<file path="config.mk">
export PLATFORM = sky130hd
export DESIGN_NAME = rep_copy_engine
export DESIGN_NICKNAME = d
export VERILOG_FILES = /design/src/rtl/rcopy_pkg.sv /design/src/rtl/rcopy_dp.sv /design/src/rtl/rcopy_ctrl.sv /design/src/rtl/rep_copy_engine.sv
export SDC_FILE = /design/constraint.sdc
export NUM_CORES = 1
export LEC_CHECK = 0
export ABC_AREA = 1
export BUFFER_PORTS_ARGS = -buffer_cell sky130_fd_sc_hd__buf_2
export CORE_ASPECT_RATIO = 0.6
export CORE_MARGIN = 4
export CORE_UTILIZATION = 45
export CTS_CLUSTER_SIZE = 28
export DETAILED_ROUTE_END_ITERATION = 6
export PLACE_DENSITY = 0.75
export SETUP_SLACK_MARGIN = 0.15
export SYNTH_ARGS = -nofsm -noshare
export SYNTH_HDL_FRONTEND = slang
export SYNTH_SLANG_ARGS = --single-unit
</file>
<file path="constraint.sdc">
create_clock -name clk -period 3.5 [get_ports clk]
set_input_delay 0.7 -clock clk [delete_from_list [all_inputs] [get_ports clk]]
set_output_delay 0.7 -clock clk [all_outputs]
set_load 0.02 [all_outputs]
</file>
<file path="src/rtl/rcopy_pkg.sv">
package rcopy_pkg;
  typedef enum logic [1:0] {ST_IDLE, ST_READ, ST_WRITE} cstate_t;

  typedef struct packed {
    logic load;    // take start values into the progress registers
    logic step;    // one byte moved: count down, pointers advance
    logic useDst;  // drive destination address on the memory port
  } dpCtl_t;
endpackage

</file>
<file path="src/rtl/rcopy_dp.sv">
module rcopy_dp
  import rcopy_pkg::*;
#(
  parameter int AW = 8,
  parameter int CW = 8,
  parameter int DW = 8
) (
  input  logic          clk,
  input  logic          rst_n,
  input  dpCtl_t        ctl,
  input  logic [CW-1:0] startCount,
  input  logic [AW-1:0] startSrc,
  input  logic [AW-1:0] startDst,
  input  logic          dirDown,
  input  logic [DW-1:0] memRdData,
  output logic [CW-1:0] count,
  output logic [AW-1:0] src,
  output logic [AW-1:0] dst,
  output logic [AW-1:0] memAddr,
  output logic [DW-1:0] memWrData,
  output logic          startZero,
  output logic          countLast
);
  localparam logic [CW-1:0] CNT_ONE = CW'(1);
  localparam logic [AW-1:0] ADR_ONE = AW'(1);

  logic goDown;

  always_ff @(posedge clk or negedge rst_n) begin
    if (!rst_n) begin
      count  <= '0;
      src    <= '0;
      dst    <= '0;
      goDown <= 1'b0;
    end else if (ctl.load) begin
      count  <= startCount;
      src    <= startSrc;
      dst    <= startDst;
      goDown <= dirDown;
    end else if (ctl.step) begin
      count <= count - CNT_ONE;
      src   <= goDown ? src - ADR_ONE : src + ADR_ONE;
      dst   <= goDown ? dst - ADR_ONE : dst + ADR_ONE;
    end
  end

  assign memAddr   = ctl.useDst ? dst : src;
  assign memWrData = memRdData;
  assign startZero = (startCount == '0);
  assign countLast = (count == CNT_ONE);


  count_step_chk: assert property (@(posedge clk) disable iff (!rst_n)
    ctl.step |=> (count == $past(count) - CNT_ONE));


  ptr_same_dir_chk: assert property (@(posedge clk) disable iff (!rst_n)
    ctl.step |=> ((src - $past(src)) == (dst - $past(dst))) &&
                 (((src - $past(src)) == ADR_ONE) || ((src - $past(src)) == '1)));
endmodule

</file>
<file path="src/rtl/rcopy_ctrl.sv">
module rcopy_ctrl
  import rcopy_pkg::*;
(
  input  logic   clk,
  input  logic   rst_n,
  input  logic   start,
  input  logic   startZero,
  input  logic   countLast,
  input  logic   irqReq,
  output dpCtl_t ctl,
  output logic   memRdEn,
  output logic   memWrEn,
  output logic   busy,
  output logic   donePulse,
  output logic   intrPulse,
  output logic   restartFlag
);
  cstate_t state, nextState;
  logic doneNext, intrNext;

  always_comb begin
    nextState = state;
    ctl       = '0;
    memRdEn   = 1'b0;
    memWrEn   = 1'b0;
    doneNext  = 1'b0;
    intrNext  = 1'b0;
    unique case (state)
      ST_IDLE: begin
        if (start) begin
          ctl.load = 1'b1;
          if (startZero) doneNext = 1'b1;
          else           nextState = ST_READ;
        end
      end
      ST_READ: begin
        memRdEn   = 1'b1;
        nextState = ST_WRITE;
      end
      ST_WRITE: begin
        memWrEn    = 1'b1;
        ctl.useDst = 1'b1;
        ctl.step   = 1'b1;
        if (countLast) begin
          doneNext  = 1'b1;
          nextState = ST_IDLE;
        end else if (irqReq) begin
          intrNext  = 1'b1;
          nextState = ST_IDLE;
        end else begin
          nextState = ST_READ;
        end
      end
      default: nextState = ST_IDLE;
    endcase
  end

  always_ff @(posedge clk or negedge rst_n) begin
    if (!rst_n) begin
      state       <= ST_IDLE;
      donePulse   <= 1'b0;
      intrPulse   <= 1'b0;
      restartFlag <= 1'b0;
    end else begin
      state     <= nextState;
      donePulse <= doneNext;
      intrPulse <= intrNext;
      if (intrNext)      restartFlag <= 1'b1;
      else if (ctl.load) restartFlag <= 1'b0;
    end
  end

  assign busy = (state != ST_IDLE);


  done_intr_excl_chk: assert property (@(posedge clk) disable iff (!rst_n)
    !(donePulse && intrPulse));


  rd_then_wr_chk: assert property (@(posedge clk) disable iff (!rst_n)
    memRdEn |=> memWrEn);


  zero_start_chk: assert property (@(posedge clk) disable iff (!rst_n)
    (!busy && start && startZero) |=> (donePulse && !memRdEn && !memWrEn));


  first_byte_chk: assert property (@(posedge clk) disable iff (!rst_n)
    (!busy && start && !startZero) |=> memRdEn);


  intr_flag_chk: assert property (@(posedge clk) disable iff (!rst_n)
    intrPulse |-> restartFlag);
endmodule

</file>
<file path="src/rtl/rep_copy_engine.sv">
module rep_copy_engine
  import rcopy_pkg::*;
#(
  parameter int AW = 8,
  parameter int CW = 8,
  parameter int DW = 8
) (
  input  logic          clk,
  input  logic          rst_n,
  input  logic          start,
  input  logic          dirDown,
  input  logic [CW-1:0] startCount,
  input  logic [AW-1:0] startSrc,
  input  logic [AW-1:0] startDst,
  input  logic          irqReq,
  output logic          memRdEn,
  output logic          memWrEn,
  output logic [AW-1:0] memAddr,
  output logic [DW-1:0] memWrData,
  input  logic [DW-1:0] memRdData,
  output logic          busy,
  output logic          donePulse,
  output logic          intrPulse,
  output logic          restartFlag,
  output logic [CW-1:0] curCount,
  output logic [AW-1:0] curSrc,
  output logic [AW-1:0] curDst
);
  dpCtl_t ctl;
  logic   startZero, countLast;

  rcopy_ctrl u_ctrl (
    .clk(clk), .rst_n(rst_n), .start(start), .startZero(startZero),
    .countLast(countLast), .irqReq(irqReq), .ctl(ctl),
    .memRdEn(memRdEn), .memWrEn(memWrEn), .busy(busy),
    .donePulse(donePulse), .intrPulse(intrPulse), .restartFlag(restartFlag)
  );

  rcopy_dp #(.AW(AW), .CW(CW), .DW(DW)) u_dp (
    .clk(clk), .rst_n(rst_n), .ctl(ctl), .startCount(startCount),
    .startSrc(startSrc), .startDst(startDst), .dirDown(dirDown),
    .memRdData(memRdData), .count(curCount), .src(curSrc), .dst(curDst),
    .memAddr(memAddr), .memWrData(memWrData), .startZero(startZero),
    .countLast(countLast)
  );
endmodule

</file>
==> key figures <==
Run status
  • Run status: completed

Drt
  • DR WL met3: 460 um
  • Routed met2 length: 2.43 mm
  • DRC violations left: 0
  • Routed Antenna Nets: 0
  • Iteration-0 DRC Markers: 158
  • Highest metal used: met4
  • 1st-pass router iterations: 4
  • Overall routed net length: 6.10 mm
  • Total number of vias: 2258
  • Wire length per cell after detailed routing: 13.3 um
  • DR vias/cell: 4.93
  • Detailed-route wire length on metal 1: 3.16 mm

Power
  • Net switching power of the design: 1.71 mW
  • Total power of the final layout: 3.21 mW
  • Power per cell area: 1170 nW/um^2
  • Share of power burned in the clock network: 0.105
  • Share of total power in sequential cells: 0.223
  • VDD IR max: 552 uV
  • Leakage component of the power: 1.54 nW
  • Internal power consumption: 1.50 mW
  • Part of the power in combinational logic: 0.672
  • Net Sw Frac: 0.533

GRT
  • Via count of the first global-routing pass: 2029
  • GRT Total Usage: 0.200
  • Maximum number of pins on one net before global-route repair: 31
  • Number of antenna violations at the first check in global routing: 0
  • Grt total ovfl: 0
  • Global-route wire length before repair: 10.1 mm

Clock tree
  • CTS sink cnt: 30
  • Hold-fix buffers at CTS: 0
  • Clock-pin slew of the registers on the worst-case setup and hold paths: 0.06 ns
  • Quantity of gates resized following cts: 0
  • Master cell of the clock root buffer: sky130_fd_sc_hd__clkbuf_8
  • Buffers from clock root to sink, at most: 2
  • Clock latency on the worst-skew pair: 0.29 ns
  • Post-CTS Setup Repair Bufs: 0
  • # H-tree levels: 2
  • Number of buffers created by CTS: 5
  • CTS tree: yes

Timing
  • Final count of pins violating max slew: 0
  • Count of final setup violators: 0
  • Maximum clock rate: 0.401 GHz
  • Portion of the clock cycle consumed by the worst path in the final layout: 0.713
  • Clock skew: 0.00495 ns
  • Final hold slack: 0.457 ns
  • Endpoints failing hold: 0
  • Setup repair after global routing missed its margin: false
  • Final sum of negative setup slack: 0 ns
  • Max-slew headroom at the worst pin: 0.536
  • Min cycle time layout: 2.50 ns
  • Actual slew at the worst max-slew pin: 0.695 ns

Synth
  • Area share of and/or/nand/nor cells after synthesis: 0.316
  • Synthesized netlist net count: 389
  • Xor-xnor portion of the synthesized cell area: 0.0264
  • Dominant combinational cell family by area after synthesis: simple AND/OR/NAND/NOR gates
  • Number of warning messages in the yosys log: 0
  • Synthesized-area fraction occupied by ao, oa, aoi and oai cells: 0.112
  • Proportion of synthesized chip area in sequential cells: 0.323
  • Number of distinct library cells after synthesis: 30
  • Share of synthesized area spent on multiplexers: 0
  • Post-synthesis cell count: 336
  • Post-Syn Area per Cell: 6.92 um^2
  • #FFs+latches synth: 30
  • Adder-cell share of the synthesized area: 0.0925
  • Area of the mapped netlist: 2330 um^2

Setup path
  • Logic depth of the worst register-to-register path: 10
  • Maximum fanout encountered on the critical timing path: 23
  • CP Data Required Time: 2.80 ns
  • Launching point of the worst reg2reg path: u_dp.goDown
  • Setup Crit Path Kind: register to output port
  • Capture instance of the worst register-to-register path: u_dp.src[6]
  • Critical path capture point type: output port
  • Data arrival at the endpoint of the critical path: 1.80 ns
  • Worst-case register-to-register setup slack: 1.51 ns
  • Critical path launch point type: register

Flow run
  • Number of maximum-capacitance violations: 0

Final layout
  • Area growth from synthesis to layout: 17.5%
  • Number of nets in the finished design: 447
  • Share of cells above drive strength 1: 0.218
  • Diode insertion count for antenna repair: 0
  • # fillers: 478
  • Most common cell after layout, fill and taps aside: sky130_fd_sc_hd__nand2_1
  • Final instance count without filler cells: 458
  • Most frequent cells in the layout: sky130_fd_sc_hd__nand2_1 (109), sky130_fd_sc_hd__buf_2 (66), sky130_fd_sc_hd__inv_1 (47), sky130_fd_sc_hd__dfrtp_1 (30), sky130_fd_sc_hd__nor2_1 (25)
  • Final core utilization: 0.572

Floorplanning
  • Cell row count: 19
  • Die Width: 101 um
  • Area enclosed by the die boundary: 6420 um^2
  • Die outline height: 63.7 um
  • Number of top-level design ports: 83
  • Starting Density: 0.487
  • Core Area: 4780 um^2

Hold path
  • Min-delay worst type: input port to async pin

Placement
  • Cell Count Post-Placement: 450
  • Final HPWL DP: 4.60 mm
  • Weighted congestion at the end of routability-driven global placement: 0.860
  • PortBufs: 66
-- state kept, by name (all words and copies together) (netlist names) --
name                cells
u_ctrl.intrPulse        1
u_dp.dst                8
u_ctrl.donePulse        1
u_dp.goDown             1
u_ctrl.restartFlag      1
u_ctrl.state            2
u_dp.count              8
u_dp.src                8
-- critical path, cell delays in order (launching register included) --
cell and delay, ns:
sky130_fd_sc_hd__dfrtp_1 0.42, sky130_fd_sc_hd__inv_1 0.12, sky130_fd_sc_hd__nand2_2 0.26, sky130_fd_sc_hd__inv_1 0.12, sky130_fd_sc_hd__buf_4 0.28, sky130_fd_sc_hd__nand2_1 0.09
sky130_fd_sc_hd__nand2_1 0.06, sky130_fd_sc_hd__buf_2 0.16
-- final cells by class --
class                           instances  area, um^2  area share
Multi-Input combinational cell        241        1270       0.465
Inverter                               49         184      0.0673
Timing Repair Buffer                   67         338       0.124
Sequential cell                        30         751       0.275
Tap cell                               63        78.8      0.0288
Clock buffer                            8         110      0.0403
-- metal layers --
metal,track usage,vias to the layer above
met1,0.320,1004
met2,0.256,70
met5,0,-
li1,-,1178
met3,0.0562,6
met4,0.0471,0
-- synthesized netlist by cell type, drive strengths merged --
cell type  count  area (um^2)
o21bai         3         22.5
nor2          26          105
o221ai         4         41.3
xor2           3         26.3
or2            4         25.0
nand3b         3         22.5
o211ai         3         22.5
o21ai         24          120
buf           16          120
dfrtp         30          751
a31oi          1         6.26
xnor2          4         35.0
nand4          2         12.5
inv           49          184
nor3           2         10.0
fa             2         40.0
ha            14          175
a21o           1         7.51
nand3         24          120
a21oi          8         40.0
and2           1         6.26
nand2        112          433
-- worst max-delay path by stage --
stage	from	end	slack (ns)	depth (start not counted)
6_report	u_ctrl.state[0]	memAddr[4]	1.00	7
5_1_grt	u_ctrl.state[0]	memAddr[4]	0.82	7
4_1_cts	u_ctrl.state[0]	memAddr[4]	1.01	7
3_5_place_dp	u_ctrl.state[0]	memAddr[4]	1.33	7
3_3_place_gp	u_ctrl.state[0]	memAddr[2]	1.37	7
2_1_floorplan	u_ctrl.state[0]	memAddr[0]	1.57	4
-- through the flow --
step           cell area (um^2)  worst slack [ns]
5_1_grt                    2730             0.821
2_1_floorplan              2330              1.57
6_report                   2730              1.00
3_5_place_dp               2620              1.33
3_3_place_gp               2620              1.37
4_1_cts                    2730              1.01
-- power groups by stage --
stage,clock [mW],combinational [mW],sequential [mW]
global route,0.361,2.44,0.745
global placement,0,2.11,0.716
finish,0.338,2.16,0.714
floorplan,0,1.48,0.856
detailed placement,0,2.14,0.717
CTS,0.343,2.16,0.713
-- logic make-up after synthesis --
| logic type | count (synthesis) |
|---|---|
| AO/OA/AOI/OAI | 44 |
| buffers and inverters | 65 |
| XOR/XNOR | 7 |
| flip-flops | 30 |
| adder cells (fa/ha/maj) | 16 |
| AND/OR/NAND/NOR | 174 |
Note: power is estimated with default switching activity, not from simulation.
